### src/rtl/wdsup_pkg.sv
package wdsup_pkg;
  typedef enum logic {
    ST_FAIL = 1'b0,
    ST_RUN  = 1'b1
  } wdState_t;

  typedef struct packed {
    logic clrCount;
    logic countEn;
    logic loadPrev;
    logic prevVal;
  } wdStrobes_t;
endpackage

### src/rtl/wdsup_datapath.sv
module wdsup_datapath
  import wdsup_pkg::*;
#(
  parameter int TIMEOUT_TICKS = 6
) (
  input  logic       clk,
  input  logic       rst_n,
  input  logic       frameValid,
  input  logic       frameWdBit,
  input  logic       tick,
  input  wdStrobes_t strb,
  output logic       toggleSeen,
  output logic       expireNow
);
  localparam int CNT_W = (TIMEOUT_TICKS < 2) ? 1 : $clog2(TIMEOUT_TICKS);
  localparam logic [CNT_W-1:0] LAST_CNT = CNT_W'(TIMEOUT_TICKS - 1);

  logic [CNT_W-1:0] tickCount;
  logic             prevBit;

  assign toggleSeen = frameValid && (frameWdBit != prevBit);
  assign expireNow  = tick && (tickCount == LAST_CNT);

  always_ff @(posedge clk or negedge rst_n) begin
    if (!rst_n) begin
      tickCount <= '0;
    end else if (strb.clrCount) begin
      tickCount <= '0;
    end else if (strb.countEn) begin
      tickCount <= tickCount + 1'b1;
    end
  end

  always_ff @(posedge clk or negedge rst_n) begin
    if (!rst_n) begin
      prevBit <= 1'b0;
    end else if (strb.loadPrev) begin
      prevBit <= strb.prevVal;
    end
  end
endmodule

### src/rtl/wdsup_control.sv
module wdsup_control
  import wdsup_pkg::*;
(
  input  logic       clk,
  input  logic       rst_n,
  input  logic       frameValid,
  input  logic       frameWdBit,
  input  logic       tick,
  input  logic       toggleSeen,
  input  logic       expireNow,
  output wdStrobes_t strb,
  output logic       failFlag,
  output logic       regClear
);
  wdState_t state, stateNext;
  logic     clearNext;

  always_comb begin
    strb      = '0;
    stateNext = state;
    clearNext = 1'b0;
    unique case (state)
      ST_FAIL: begin
        strb.clrCount = 1'b1;
        if (frameValid && frameWdBit) begin
          strb.loadPrev = 1'b1;
          strb.prevVal  = 1'b1;
          stateNext     = ST_RUN;
        end
      end
      ST_RUN: begin
        if (toggleSeen) begin
          strb.loadPrev = 1'b1;
          strb.prevVal  = frameWdBit;
          strb.clrCount = 1'b1;
        end else if (expireNow) begin
          strb.clrCount = 1'b1;
          stateNext     = ST_FAIL;
          clearNext     = 1'b1;
        end else if (tick) begin
          strb.countEn = 1'b1;
        end
      end
      default: stateNext = ST_FAIL;
    endcase
  end

  always_ff @(posedge clk or negedge rst_n) begin
    if (!rst_n) begin
      state    <= ST_FAIL;
      regClear <= 1'b0;
    end else begin
      state    <= stateNext;
      regClear <= clearNext;
    end
  end

  assign failFlag = (state == ST_FAIL);
endmodule

### src/rtl/spi_toggle_watchdog.sv
module spi_toggle_watchdog
  import wdsup_pkg::*;
#(
  parameter int TIMEOUT_TICKS = 6
) (
  input  logic clk,
  input  logic rst_n,
  input  logic frameValid,
  input  logic frameWdBit,
  input  logic tick,
  output logic failFlag,
  output logic regClear
);
  wdStrobes_t strb;
  logic       toggleSeen;
  logic       expireNow;

  wdsup_datapath #(.TIMEOUT_TICKS(TIMEOUT_TICKS)) u_datapath (
    .clk(clk), .rst_n(rst_n), .frameValid(frameValid), .frameWdBit(frameWdBit),
    .tick(tick), .strb(strb), .toggleSeen(toggleSeen), .expireNow(expireNow)
  );

  wdsup_control u_control (
    .clk(clk), .rst_n(rst_n), .frameValid(frameValid), .frameWdBit(frameWdBit),
    .tick(tick), .toggleSeen(toggleSeen), .expireNow(expireNow), .strb(strb),
    .failFlag(failFlag), .regClear(regClear)
  );
endmodule

### config.mk
export PLATFORM = sky130hd
export DESIGN_NAME = spi_toggle_watchdog
export DESIGN_NICKNAME = d
export VERILOG_FILES = /design/src/rtl/wdsup_pkg.sv /design/src/rtl/wdsup_datapath.sv /design/src/rtl/wdsup_control.sv /design/src/rtl/spi_toggle_watchdog.sv
export SDC_FILE = /design/constraint.sdc
export NUM_CORES = 1
export LEC_CHECK = 0
export BUFFER_PORTS_ARGS = -buffer_cell sky130_fd_sc_hd__buf_2
export CAP_MARGIN = 40
export CORE_AREA = 2 2 39 41
export DETAILED_ROUTE_END_ITERATION = 12
export DIE_AREA = 0 0 41 43
export MAX_ROUTING_LAYER = met4
export PLACE_DENSITY_LB_ADDON = 0.25
export SLEW_MARGIN = 5
export SYNTH_ARGS = -nofsm -noshare
export SYNTH_HDL_FRONTEND = slang
export SYNTH_SLANG_ARGS = --single-unit
export TNS_END_PERCENT = 1
### constraint.sdc
create_clock -name clk -period 2 [get_ports clk]
set_clock_uncertainty 0.15 [all_clocks]
set_input_delay 0.4 -clock clk [delete_from_list [all_inputs] [get_ports clk]]
set_output_delay 0.4 -clock clk [all_outputs]
set_load 0.02 [all_outputs]
==> out/summary.md <==
The tools report the row count as 14. The most used flip-flop cell after synthesis is dfrtp_1. The worst setup path is captured at a primary output.

The number of max-slew violations in the final report is 0, and the H-tree level count is 1. Dividing the final minimum period by the clock period gives 70.3%. The root buffer cell chosen for the clock tree is clkbuf_4.

The netlist uses 17 different library cells. 7 I/O pins were placed. The wire-length estimate of the detail-placed layout is 445 µm. Max-cap violations in this run came to 0. Yosys mapped a number of flops with a built-in enable equal to 0. The initial utilization of the core area, before any placement, comes to 21.2%.

For the total wire length after detailed routing, the log shows 549 µm. The static leakage power came out at 0.201 nW. The most frequent cell after synthesis was dfrtp_1.

Excluding fillers, the count of instances in the completed layout stands at 54. The share of synthesized area in the top cell type comes to 51.1%. For this run, global-route usage on met3 was measured as 1.57%. After detailed placement, the design holds a cell count of 50.

In this run, the number of DRC markers left after iteration 0 of detailed routing was 5. The repair_antennas step left the layout with diodes totalling 0. Post-synthesis to final-layout area growth: 28.1%. The worst hold path belongs to the class in -> reg. The number of endpoints failing setup at the final stage came out at 0. Each instance of the synthesized netlist takes up on average 10.5 µm².

The tree built by TritonCTS fans out to 6 sinks. Combinational logic burns 30.5% of the power. At the pin with the least slew margin, the transition time is 0.147 ns.

The hold buffer count at cts came out at 1. The count of buffers added on input and output ports is 6. The run gives 0.000279 W as the design internal power. Dominant cell type by area after synthesis: dfrtp_1. After clock tree synthesis, the setup repair step added 0 buffers. In the final routed layout, each cell accounts on average for 10.2 µm.

For this run, the detailed router's first-pass iteration total came to 4. The fraction of power consumed by sequential logic is 43.8%, and the area of the die is 0.00176 mm². Of the total power, the share spent switching nets is 31.8%.

Data on the critical path is required at its endpoint by 1.45 ns. The worst setup path is launched from a flop. Cells fill 27.2% of the core in the end.

Clock latency on the worst-skew pair, taken at its later pin, is 0.24 ns. The first-pass GRT wire length was 979 µm; the highest clock frequency the design can meet was 0.711 GHz. The kind of critical path is reg -> out. By area the synthesized netlist is led by dfrtp_1 (51%), ha_1 (8.5%), a21o_1 (5.1%). Clock-pin slew was measured on the worst setup and hold paths at 0.04 ns. The post-synthesis async set-or-reset flop share is 100%. Fraction of final layout cells with drive strength greater than 1: 23.7%. For the finished layout, the period the worst path requires is 1.41 ns. For this design the ratio of total power to cell area is 1090 mW/mm². The logs give 0.000130 W for the net switching power figure and 89.9% for the remaining max-slew budget at the tightest pin. The weighted congestion reported at the end of routability-driven placement was 0.636; the total routing usage reported by global routing was 8.72%. In this run the horizontal extent of the chip is 41 µm. Startpoint of the lowest-slack register-to-register path: u_datapath.tickCount[1]. The synthesized net count came out at 35.

Counting the buffers created by CTS gives 3. For the number of instances in the synthesized netlist, the log shows 28. The signal on the critical path passes through inv_1, buf_2. After synthesis the cells add up to 294 µm².

For the met1 capacity usage during global routing, the log shows 8.61%. The run gives 25.6% as the clock power share. TritonCTS built the clock tree. In this run the remaining antenna-violating nets after routing total 0. The worst-path maximum fanout was 3; the worst endpoint data arrival time was 0.86 ns. The synthesized design contains 6 register bits.

The final layout contains 47 nets. The total number of vias was 238; the via density per instance was 4.41. The tools report the met2 usage as 13.4%. Setup repair after global routing left no endpoint under its margin. The most critical setup path has its startpoint at u_control.state.

The die is 43 µm tall. The tools report the final-report hold violation count as 0. For the share of the yosys chip area belonging to registers, the log shows 51.1%. The longest clock path from root to sink contains 2 buffers. Via count of the first global-routing pass: 248. Post-CTS repair changed the size of 0 cells. The initial antenna violation count was 0. Delay of the slowest cell on the worst path: 0.38 ns. The startpoint of the most critical hold path was frameValid. The most crowded layer after global routing is met2. The run gives 0 ns as the final total negative setup slack. The tools report the area of the core region as 0.00138 mm². IR analysis of the VDD net gives a maximum drop of 0.451 mV. In the synthesized netlist, the cells that appear most often are dfrtp_1 (6), nor2_1 (3).

For the global route total overflow, the log shows 0. Entering global routing, the biggest net connects 8 pins. Yosys printed 0 warnings. The cell with the largest stage delay on the worst path was dfrtp_1.

After detailed routing, the number of remaining DRC violations is 0. The run finished with clean final reports.
-- power groups by stage --
stage / Clock [W] / Sequential [W] / Combinational (W)
global placement: 0 / 0.000176 / 0.000116
CTS: 0.000111 / 0.000179 / 0.000126
floorplan: 0 / 0.000175 / 0.0000912
global route: 0.000125 / 0.000183 / 0.000142
detailed placement: 0 / 0.000180 / 0.000122
finish: 0.000105 / 0.000179 / 0.000125
-- through the flow --
| step | hold WS (ns) | worst slack (ns) | total power, W | cell area, µm² |
|---|---|---|---|---|
| CTS | 0.309 | 0.583 | 0.000416 | 377 |
| global route | 0.319 | 0.533 | 0.000450 | 377 |
| global placement | 0.0734 | 0.663 | 0.000293 | 344 |
| detailed placement | 0.0755 | 0.648 | 0.000302 | 344 |
| finish | 0.319 | 0.594 | 0.000409 | 377 |
| floorplan | -0.0456 | 0.808 | 0.000266 | 294 |
-- kinds of logic (layout without fill, tap and decap cells) --
| group | count (synthesis) | count (layout) | share of synthesized area, % |
|---|---|---|---|
| AOI/OAI and AO/OA | 7 | 7 | 16.6 |
| DFF | 6 | 6 | 51.1 |
| buffers and inverters | 2 | 12 | 2.55 |
| adders and majority gates | 2 | 2 | 8.51 |
| xor gates and xnor gates | 1 | 1 | 2.98 |
| muxes | 1 | 1 | 3.40 |
| and+or+nand+nor | 9 | 9 | 14.9 |
-- flip-flops by register name, summed over array words and instances, names as in the netlist --
signal,cells
u_datapath.prevBit,1
u_datapath.tickCount,3
u_control.state,1
u_control.regClear,1
-- critical path: cells and delay by family, from the launching register on --
kind,cells,cell delay [ns]
buf+inv,2,0.23
flops,1,0.38
-- layout by cell type (no fill, tap or decap), drive strengths merged, types with 2 or more instances in the layout --
| cell | instances |
|---|---|
| buf | 6 |
| dfrtp | 6 |
| nor2 | 3 |
| clkbuf | 3 |
| inv | 2 |
| a21o | 2 |
| nand2 | 2 |
| ha | 2 |
-- area by class of cell --
type                       instances  area, µm²
multi-input combinational         20        136
fill                             148       1010
sequential                         6        150
tap                               16       20.0
clock buffer                       3       22.5
timing repair buffer               7       40.0
inverter                           2       7.51
-- worst paths after layout --
check                                           to  slack (ns)  depth (start not counted)
setup reg to reg           u_datapath.tickCount[1]        0.72                          5
setup / recovery                          failFlag        0.59                          2
hold / removal                  u_datapath.prevBit        0.32                          3
hold reg to reg                    u_control.state        0.36                          1
min in group asynchronous  u_datapath.tickCount[1]        0.36                          2
max in group asynchronous  u_datapath.tickCount[2]        1.20                          2
-- metal layers --
metal | part of all wire, % | vias to the layer above | wire [µm]
li1 | - | 120 | -
met1 | 42 | 113 | 230
met2 | 54 | 5 | 298
met3 | 3.6 | 0 | 20
met4 | 0 | 0 | 0
met5 | 0 | - | 0
No activity file was read; power rests on OpenSTA's default activity.
